## config.mk

```make
export PLATFORM = sky130hd
export DESIGN_NAME = swb_burst_gen
export DESIGN_NICKNAME = d
export VERILOG_FILES = /design/src/rtl/swb_pkg.sv /design/src/rtl/swb_span_calc.sv /design/src/rtl/swb_disc_track.sv /design/src/rtl/swb_seq.sv /design/src/rtl/swb_burst_gen.sv
export SDC_FILE = /design/constraint.sdc
export NUM_CORES = 1
export LEC_CHECK = 0
export CORE_MARGIN = 5
export CORE_UTILIZATION = 32
export DETAILED_ROUTE_END_ITERATION = 12
export HOLD_SLACK_MARGIN = 0.12
export PLACE_DENSITY_LB_ADDON = 0.25
export SETUP_SLACK_MARGIN = 0.1
export SLEW_MARGIN = 15
export SYNTH_ARGS = -nofsm -noshare
export SYNTH_HDL_FRONTEND = slang
export SYNTH_HIERARCHICAL = 1
export SYNTH_SLANG_ARGS = --single-unit
```

## constraint.sdc

```tcl
create_clock -name clk -period 2.7 [get_ports clk]
set_clock_uncertainty 0.2 [all_clocks]
set_input_delay 0.405 -clock clk [delete_from_list [all_inputs] [get_ports clk]]
set_output_delay 0.405 -clock clk [all_outputs]
set_load 0.01 [all_outputs]
```

## src/rtl/swb_pkg.sv

```systemverilog
package swb_pkg;

    localparam int BEAT_BYTES = 8;
    localparam int DATA_W     = BEAT_BYTES * 8;
    localparam int BLK_BYTES  = 128;
    localparam int PAGE_BYTES = 4096;
    localparam int BLK_LSB    = $clog2(BLK_BYTES);
    localparam int PAGE_LSB   = $clog2(PAGE_BYTES);
    localparam int SPAN_W     = PAGE_LSB + 1;

    typedef enum logic [1:0] {
        ST_IDLE,
        ST_REQ,
        ST_DATA
    } swb_state_e;

    // reasons a burst may close on the current beat
    typedef struct packed {
        logic last;
        logic page;
        logic blk;
        logic disc;
    } swb_end_t;

    // bytes a new burst may declare from a given offset inside its page
    function automatic logic [SPAN_W-1:0] span_bytes(input logic [PAGE_LSB-1:0] off,
                                                     input logic long_m);
        logic [SPAN_W-1:0] page_left;
        logic [SPAN_W-1:0] blk_left;
        page_left = SPAN_W'(PAGE_BYTES) - SPAN_W'(off);
        blk_left  = SPAN_W'(BLK_BYTES) - SPAN_W'(off[BLK_LSB-1:0]);
        return long_m ? page_left : blk_left;
    endfunction

endpackage

```

## src/rtl/swb_span_calc.sv

```systemverilog
module swb_span_calc
    import swb_pkg::*;
#(
    parameter int ADDR_W = 32
) (
    input  logic [ADDR_W-1:0] cur_addr,
    input  logic              long_m,
    output logic [SPAN_W-1:0] decl_bytes,
    output logic [ADDR_W-1:0] nxt_addr,
    output logic              nxt_blk_edge,
    output logic              nxt_page_edge
);
    always_comb begin
        decl_bytes    = span_bytes(cur_addr[PAGE_LSB-1:0], long_m);
        nxt_addr      = cur_addr + ADDR_W'(BEAT_BYTES);
        nxt_blk_edge  = (nxt_addr[BLK_LSB-1:0] == '0);
        nxt_page_edge = (nxt_addr[PAGE_LSB-1:0] == '0);
    end
endmodule

```

## src/rtl/swb_disc_track.sv

```systemverilog
module swb_disc_track (
    input  logic clk,
    input  logic rst,
    input  logic data_phase,
    input  logic tgt_disc,
    input  logic burst_close,
    output logic disc_hit
);
    logic pend_q;

    always_ff @(posedge clk) begin
        if (rst)
            pend_q <= 1'b0;
        else if (burst_close)
            pend_q <= 1'b0;
        else if (data_phase && tgt_disc)
            pend_q <= 1'b1;
    end

    assign disc_hit = data_phase && (pend_q || tgt_disc);


    pend_clear_chk: assert property (@(posedge clk) disable iff (rst)
        burst_close |=> !pend_q);
endmodule

```

## src/rtl/swb_seq.sv

```systemverilog
module swb_seq
    import swb_pkg::*;
#(
    parameter int ADDR_W = 32
) (
    input  logic              clk,
    input  logic              rst,
    input  logic              start_valid,
    input  logic [ADDR_W-1:0] start_addr,
    input  logic              long_mode,
    input  logic              in_valid,
    input  logic              in_last,
    input  logic [SPAN_W-1:0] decl_bytes,
    input  logic [ADDR_W-1:0] nxt_addr,
    input  logic              nxt_blk_edge,
    input  logic              nxt_page_edge,
    input  logic              disc_hit,
    output logic [ADDR_W-1:0] cur_addr,
    output logic              mode_q,
    output logic              data_phase,
    output logic              req_valid,
    output logic              in_ready,
    output logic              beat_valid,
    output logic              beat_end
);
    swb_state_e        state_q;
    logic [ADDR_W-1:0] addr_q;
    logic [SPAN_W-1:0] decl_q;
    logic [SPAN_W-1:0] sent_q;
    swb_end_t          ends;

    always_comb begin
        data_phase = (state_q == ST_DATA);
        req_valid  = (state_q == ST_REQ) && in_valid;
        in_ready   = data_phase;
        beat_valid = data_phase && in_valid;
        ends.last  = in_last;
        ends.page  = nxt_page_edge;
        ends.blk   = nxt_blk_edge && !mode_q;
        ends.disc  = nxt_blk_edge && mode_q && disc_hit;
        beat_end   = beat_valid && (|ends);
        cur_addr   = addr_q;
    end

    always_ff @(posedge clk) begin
        if (rst) begin
            state_q <= ST_IDLE;
            addr_q  <= '0;
            mode_q  <= 1'b0;
            decl_q  <= '0;
            sent_q  <= '0;
        end else begin
            unique case (state_q)
                ST_IDLE: if (start_valid) begin
                    addr_q  <= start_addr & ~ADDR_W'(BEAT_BYTES - 1);
                    mode_q  <= long_mode;
                    state_q <= ST_REQ;
                end
                ST_REQ: if (in_valid) begin
                    decl_q  <= decl_bytes;
                    sent_q  <= '0;
                    state_q <= ST_DATA;
                end
                ST_DATA: if (beat_valid) begin
                    addr_q <= nxt_addr;
                    sent_q <= sent_q + SPAN_W'(BEAT_BYTES);
                    if (beat_end)
                        state_q <= in_last ? ST_IDLE : ST_REQ;
                end
                default: state_q <= ST_IDLE;
            endcase
        end
    end


    decl_cover_chk: assert property (@(posedge clk) disable iff (rst)
        beat_valid |-> ({1'b0, sent_q} + (SPAN_W+1)'(BEAT_BYTES)) <= {1'b0, decl_q});

    cmp_cap_chk: assert property (@(posedge clk) disable iff (rst)
        (req_valid && !mode_q) |-> (decl_bytes <= SPAN_W'(BLK_BYTES)) && (decl_bytes != '0));

    long_span_chk: assert property (@(posedge clk) disable iff (rst)
        (req_valid && mode_q) |-> ({1'b0, decl_bytes} + (SPAN_W+1)'(addr_q[PAGE_LSB-1:0]))
                                  == (SPAN_W+1)'(PAGE_BYTES));

    last_idle_chk: assert property (@(posedge clk) disable iff (rst)
        (beat_end && in_last) |=> (state_q == ST_IDLE));

    reopen_chk: assert property (@(posedge clk) disable iff (rst)
        (beat_end && !in_last) |=> !in_ready);

    req_no_beat_chk: assert property (@(posedge clk) disable iff (rst)
        req_valid |-> !beat_valid);
endmodule

```

## src/rtl/swb_burst_gen.sv

```systemverilog
module swb_burst_gen
    import swb_pkg::*;
#(
    parameter int ADDR_W = 32
) (
    input  logic              clk,
    input  logic              rst,
    input  logic              start_valid,
    input  logic [ADDR_W-1:0] start_addr,
    input  logic              long_mode,
    input  logic              in_valid,
    input  logic [DATA_W-1:0] in_data,
    input  logic              in_last,
    output logic              in_ready,
    input  logic              tgt_disc,
    output logic              req_valid,
    output logic [ADDR_W-1:0] req_addr,
    output logic [SPAN_W-1:0] req_bytes,
    output logic              beat_valid,
    output logic [DATA_W-1:0] beat_data,
    output logic              beat_end
);
    logic [ADDR_W-1:0] cur_addr;
    logic [ADDR_W-1:0] nxt_addr;
    logic [SPAN_W-1:0] decl_bytes;
    logic              nxt_blk_edge;
    logic              nxt_page_edge;
    logic              mode_q;
    logic              data_phase;
    logic              disc_hit;

    swb_span_calc #(.ADDR_W(ADDR_W)) span_i (
        .cur_addr      (cur_addr),
        .long_m        (mode_q),
        .decl_bytes    (decl_bytes),
        .nxt_addr      (nxt_addr),
        .nxt_blk_edge  (nxt_blk_edge),
        .nxt_page_edge (nxt_page_edge)
    );

    swb_disc_track disc_i (
        .clk         (clk),
        .rst         (rst),
        .data_phase  (data_phase),
        .tgt_disc    (tgt_disc),
        .burst_close (beat_end),
        .disc_hit    (disc_hit)
    );

    swb_seq #(.ADDR_W(ADDR_W)) seq_i (
        .clk           (clk),
        .rst           (rst),
        .start_valid   (start_valid),
        .start_addr    (start_addr),
        .long_mode     (long_mode),
        .in_valid      (in_valid),
        .in_last       (in_last),
        .decl_bytes    (decl_bytes),
        .nxt_addr      (nxt_addr),
        .nxt_blk_edge  (nxt_blk_edge),
        .nxt_page_edge (nxt_page_edge),
        .disc_hit      (disc_hit),
        .cur_addr      (cur_addr),
        .mode_q        (mode_q),
        .data_phase    (data_phase),
        .req_valid     (req_valid),
        .in_ready      (in_ready),
        .beat_valid    (beat_valid),
        .beat_end      (beat_end)
    );

    assign req_addr  = cur_addr;
    assign req_bytes = decl_bytes;
    assign beat_data = in_data;
endmodule

```

==> results of run 1 <==
==> layout by cell type (no fill, tap or decap), types with 5 or more instances in the layout <==
| cell type | count |
|---|---|
| nand2_1 | 11 |
| o221a_1 | 29 |
| inv_1 | 33 |
| xnor2_1 | 20 |
| buf_6 | 5 |
| buf_4 | 36 |
| a21oi_1 | 33 |
| and2_1 | 6 |
| clkdlybuf4s50_1 | 74 |
| nand3_1 | 15 |
| and4_1 | 5 |
| nor3_1 | 11 |
| nor2_1 | 11 |
| xor2_1 | 18 |
| dfxtp_1 | 30 |
| buf_2 | 5 |
| clkbuf_8 | 5 |
==> sequential cells by signal, summed over array words and instances (netlist names) <==
register and cells:
seq_i/cur_addr 32, seq_i/state_q 2, disc_i/pend_q 1, seq_i/mode_q 1
==> per-layer routing <==
| layer | wire [um] | vias up | GRT usage, % |
|---|---|---|---|
| met5 | 0 | - | 0 |
| met4 | 172 | 0 | 5.50 |
| met3 | 516 | 24 | 2.76 |
| met2 | 3890 | 100 | 23.0 |
| met1 | 3720 | 1273 | 18.4 |
| li1 | - | 1314 | - |
==> worst paths after layout <==
kind                                   startpoint  slack (ns)  depth (start not counted)                               to
hold reg to reg   seq_i/cur_addr[30]$_SDFFE_PP0P_        0.39                          1  seq_i/cur_addr[30]$_SDFFE_PP0P_
hold / removal    seq_i/cur_addr[30]$_SDFFE_PP0P_        0.39                          1  seq_i/cur_addr[30]$_SDFFE_PP0P_
setup / recovery   seq_i/cur_addr[4]$_SDFFE_PP0P_       -0.34                          8                         beat_end
setup reg to reg   seq_i/cur_addr[4]$_SDFFE_PP0P_        0.06                         11       disc_i/pend_q$_SDFFE_PP0P_
==> power by group <==
part	switching [mW]	internal (mW)	leakage (nW)
logic	0.315	0.399	1.19
clock network	0.213	0.274	0.0541
registers	0.0794	0.590	0.301
total	0.608	1.26	1.55
==> metrics by stage <==
step	total power, mW	hold WS (ns)	cells	cell area (sq um)
final	1.87	0.391	547	3970
after global placement	1.35	0.286	530	3670
after CTS	1.88	0.358	549	3950
after detailed placement	1.35	0.302	530	3670
after global routing	1.99	0.405	547	3970
after floorplan	1.12	0.268	378	3090
==> critical path, stage by stage (launching register included) <==
cell       delay (ns)
dfxtp_4          0.38
inv_4            0.04
ha_4             0.23
or4_4            0.48
or3_4            0.35
a2111oi_4        0.30
a211oi_2         0.06
nor2b_1          0.16
buf_2            0.15
==> kinds of logic after synthesis <==
logic type,synth area share (%)
compound gates,18.7
xor+xnor,10.9
fa+ha+maj,1.23
buf+inv,26.2
flops,23.6
mux,1.10
simple gates,18.3
==> cell type report <==
class	count	share of cell area, %
Clock buffer	5	1.73
Clock inverter	3	1.07
Inverter	36	3.53
Multi-Input combinational cell	213	42.3
Sequential cell	36	18.6
Tap cell	129	4.06
Timing Repair Buffer	125	28.7
==> repair_timing <==
item	4_1_cts	5_1_grt
pin swaps	7	8
endpoints found under the setup margin	12	13
setup buffers	13	2
gates resized for setup	53	10
==> results.json, run 1 <==
{
  "outcome": "complete, but fails checks",
  "violations": "setup timing",
  "cap_violations": 0,
  "routabilityCongestion": 0.785,
  "synth_enable_flop_cells": 0,
  "route.final.wire_length_mm": 8.30,
  "pre_cts_ws_ns": -0.659,
  "worstPathArrival_ns": 2.43,
  "number_of_global_route_vias_before_repair": 2611,
  "layout_setup_ws_ns": -0.340,
  "synthFlopType": "dfxtp_1",
  "htree_levels": 2,
  "cts_hold_buffers": 0,
  "synth_most_common_cell": "buf_4",
  "setup.worst_path.end_class": "output pin",
  "worst_ep_required_time_ns": 2.10,
  "grt_start_max_net_pins": 39,
  "report.final.slew_viol_count": 0,
  "row_count": 35,
  "worstPathMaxFanout": 3,
  "yosysUniqueCellTypes": 48,
  "final.setup.tns_ns": -0.340,
  "cts_tree": "done",
  "irDropWorstVdd_mv": 0.168,
  "netlist.area_leader.share_pct": 23.6,
  "yosys-top-cells-area": "dfxtp_1 24%, buf_4 17%, o221a_1 11%",
  "cts.sink_count": 36,
  "yosysTopAreaCell": "dfxtp_1",
  "finish.utilization_pct": 42.8,
  "grt_first_pass_wirelength_mm": 13.3,
  "clock_path_buffers": 2,
  "grt_overflow_total": 0,
  "postSynthCellCount": 378,
  "timing.final.crit_period_ns": 3.04,
  "grt_use_total_pct": 14.2,
  "die_h_um": 108,
  "design.die.area_sq_um": 11600,
  "setup-violations-final": 1,
  "floorplan.initialDensity_pct": 33.0,
  "leakage_nw": 1.55,
  "place.port_buffers": 84,
  "wl_per_cell_um": 15.2,
  "mappedNetlistArea_sq_um": 3060,
  "detail_route.iter0.violations": 98,
  "drtAntennaViolNets": 0,
  "hold_path_class": "flip-flop to flip-flop",
  "synthTopCellsByCount": "69 x buf_4, 36 x dfxtp_1, 35 x inv_1",
  "timing.final.hold_violations": 0,
  "drcViolationCount": 0,
  "multiInputGateArea_sq_um": 1680,
  "place_hpwl_mm": 5.91,
  "cts_made_buffers": 5,
  "synth_fp_nets": 484,
  "route.vias.total": 2711,
  "worst_setup_path_start_kind": "flip-flop",
  "design.core.area_sq_um": 9280,
  "area_growth_pct": 29.8,
  "drt_first_pass_iters": 5,
  "slew-limit-headroom_pct": 53.6,
  "nFillCells": 951,
  "min_period_over_period_pct": 113,
  "clk_latency_ns": 0.29,
  "diodes": 0,
  "crit_type": "flip-flop to output pin",
  "die-width_um": 108,
  "clock.fmax_mhz": 329,
  "worstMarginPinSlew_ns": 0.695,
  "ys_warns": 6,
  "route.detailed.vias_per_inst": 4.96,
  "clk_pin_slew_ns": 0.08,
  "nNetsFinal": 523,
  "pin_count": 216,
  "avg_inst_size_synth_sq_um": 8.09,
  "power.density_cell_area_nw_per_um2": 471,
  "synth_async_sr_flop_share_pct": 0,
  "clock-root-buffer": "clkbuf_8",
  "ff_latch_area_sq_um": 738,
  "post_route_cells_drive_above_1_share_pct": 20.6,
  "total_of_flip_flops_plus_latches_after_synthesis": 36,
  "antenna_violations_before_repair": 0,
  "yosysSeqAreaShare_pct": 23.6,
  "rsz0062_at_grt": "true"
}
No activity file was read; power rests on OpenSTA's default activity.
==> run 2: changes to the inputs <==
- SYNTH_HIERARCHICAL: 1 -> default
==> run 2 against run 1 <==
Effect of this change: the flow now finishes without violations; flip-flop and latch count fell by 3; critical path depth did not move; combinational power fell by 7.0%; global-route usage rose by 2.1 points; core utilization fell by 0.61 points; clock power fell by 25%; first-iteration DRC count rose by 37%; hold slack got worse by 0.067 ns; total power fell by 14%; via count rose by 11%; cell count rose by 2.6%.
==> results.json, run 2 <==
{
  "critPathMaxStageDelay_ns": 0.50,
  "place_area_sq_um": 3650,
  "worstMarginPinSlew_ns": 0.555,
  "route.final.wire_length_mm": 9.55,
  "yosysTopAreaCell": "dfxtp_1",
  "synthFlopType": "dfxtp_1",
  "die_h_um": 107,
  "design_power_total_mw": 1.62,
  "cts_made_buffers": 5,
  "route.vias.total": 3003,
  "pin_count": 216,
  "cap_violations": 0,
  "timing.critical_path.cells": "inv_4 -> ha_4 -> or4b_4 -> o22ai_4 -> o21ai_2 -> o21ai_2 -> and2_4 -> buf_6",
  "most_common_cell_after_layout_fill_and_taps_aside": "clkdlybuf4s50_1",
  "most-common-layout-cells": "73 x clkdlybuf4s50_1, 41 x buf_4, 34 x nand2_1",
  "cts_hold_buffers": 0,
  "clock_path_buffers": 2,
  "avg_inst_size_synth_sq_um": 7.25,
  "nFillCells": 965,
  "place_hpwl_mm": 6.99,
  "htree_levels": 2,
  "grt_start_max_net_pins": 45,
  "cts.sink_count": 33,
  "setup-violations-final": 0,
  "nNetsFinal": 556,
  "timing.final.crit_period_ns": 2.66,
  "grt_use_total_pct": 16.3,
  "die-width_um": 107,
  "clock-root-buffer": "clkbuf_8",
  "grt_overflow_total": 0,
  "route.detailed.vias_per_inst": 5.35,
  "detail_route.iter0.violations": 134,
  "worstPathMaxFanout": 2,
  "hold_path_class": "flip-flop to flip-flop",
  "number_of_global_route_vias_before_repair": 2901,
  "design.core.area_sq_um": 9200,
  "min_period_over_period_pct": 98.4,
  "drcViolationCount": 0,
  "leakage_nw": 1.45,
  "worst_setup_path_start_kind": "flip-flop",
  "diodes": 0,
  "rsz0062_at_grt": "true",
  "worst_ep_required_time_ns": 2.10,
  "irDropWorstVdd_mv": 0.184,
  "clk_pin_slew_ns": 0.08,
  "timing.critical_path.mode_cell": "o21ai_2",
  "post_route_cells_drive_above_1_share_pct": 19.6,
  "netlist.area_leader.share_pct": 21.9,
  "regToRegSetupSlack_ns": 0.16,
  "mappedNetlistArea_sq_um": 3020,
  "ys_warns": 0,
  "cp_slowest_cell": "or4b_4",
  "clk_latency_ns": 0.29,
  "grt_first_pass_wirelength_mm": 15.1,
  "postSynthCellCount": 416,
  "design.die.area_sq_um": 11500,
  "drt_first_pass_iters": 4,
  "cts_tree": "done",
  "total_of_flip_flops_plus_latches_after_synthesis": 33,
  "place.port_buffers": 78,
  "synthTopCellsByCount": "72 x buf_4, 35 x nand2_1, 33 x dfxtp_1, 33 x nor2_1, 23 x clkbuf_1",
  "crit_type": "flip-flop to output pin",
  "largest_register_ffs": 29,
  "clock.fmax_mhz": 376,
  "pre_cts_ws_ns": -0.300,
  "stdcell_area_sq_um": 3880,
  "synth_enable_flop_cells": 0,
  "timing.final.hold_violations": 0,
  "final.setup.tns_ns": 0,
  "yosys-top-cells-area": "dfxtp_1 22%, buf_4 18%, nand2_1 4.4%",
  "finish.utilization_pct": 42.2,
  "yosysSeqAreaShare_pct": 21.9,
  "drtAntennaViolNets": 0,
  "floorplan.initialDensity_pct": 32.8,
  "outcome": "complete, no violations",
  "routabilityCongestion": 0.809,
  "layout_setup_ws_ns": 0.0424,
  "worstPathArrival_ns": 2.05,
  "synth_async_sr_flop_share_pct": 0,
  "area_growth_pct": 28.5,
  "setup.worst_path.end_class": "output pin",
  "row_count": 35,
  "power.density_cell_area_nw_per_um2": 417,
  "slew-limit-headroom_pct": 62.9,
  "yosysUniqueCellTypes": 60,
  "wl_per_cell_um": 17.0,
  "synth_most_common_cell": "buf_4",
  "report.final.slew_viol_count": 0,
  "antenna_violations_before_repair": 0
}
## run 2: cell type report
class / instances / area, sq um / share of cell area [%]
multi-input combinational: 275 / 1800 / 46.3
timing repair buffer: 124 / 1150 / 29.8
sequential: 33 / 668 / 17.2
tap: 111 / 139 / 3.58
clock buffer: 6 / 72.6 / 1.87
inverter: 11 / 43.8 / 1.13
clock inverter: 1 / 5.00 / 0.129
## run 2: repair_timing
action                     4_1_cts  5_1_grt
buffers inserted                 1        1
resized for setup               12       30
pin swaps                        2        5
setup endpoints to repair        5        8
## run 2: per-stage QoR
stage,hold slack (ns),cells
floorplan,0.282,421
global placement,0.314,552
detailed placement,0.313,552
CTS,0.325,560
global route,0.349,561
finish,0.324,561
## run 2: logic make-up after synthesis
| group | after synthesis | share of synthesized area (%) |
|---|---|---|
| AND/OR/NAND/NOR | 156 | 27.3 |
| buffers and inverters | 113 | 23.9 |
| other | 1 | 0.124 |
| AO/OA/AOI/OAI | 95 | 20.9 |
| multiplexers | 7 | 2.36 |
| flip-flops | 33 | 21.9 |
| adder cells (fa/ha/maj) | 3 | 1.24 |
| XOR/XNOR | 8 | 2.32 |
## run 2: worst max-delay path, delay by kind of cell (launching register included)
family	cells	cell delay (ns)
buffers and inverters	2	0.13
AND/OR/NAND/NOR	2	0.66
AO/OA/AOI/OAI	3	0.38
flip-flops	1	0.37
adder cells (fa/ha/maj)	1	0.23
## run 2: where the power goes
group	switching (mW)	internal, mW	total (mW)
sequential	0.0576	0.531	0.588
combinational	0.308	0.356	0.664
clock	0.188	0.176	0.364
total	0.553	1.06	1.62
## run 2: path summary, 6_finish.rpt
kind / startpoint / endpoint / cells past startpoint
worst min register to register: disc_i.pend_q$_SDFFE_PP0P_ / disc_i.pend_q$_SDFFE_PP0P_ / 2
worst max register to register: seq_i.cur_addr[3]$_SDFFE_PP0P_ / seq_i.cur_addr[29]$_SDFFE_PP0P_ / 8
worst min-delay path: disc_i.pend_q$_SDFFE_PP0P_ / disc_i.pend_q$_SDFFE_PP0P_ / 2
worst max-delay path: seq_i.cur_addr[3]$_SDFFE_PP0P_ / beat_end / 8
## run 2: metal layers
metal | vias to the layer above | GRT usage [%] | wire length (um)
met3 | 20 | 4.27 | 622
li1 | 1473 | - | -
met1 | 1416 | 21.0 | 4320
met5 | - | 0 | 0
met4 | 0 | 4.11 | 152
met2 | 94 | 26.8 | 4460
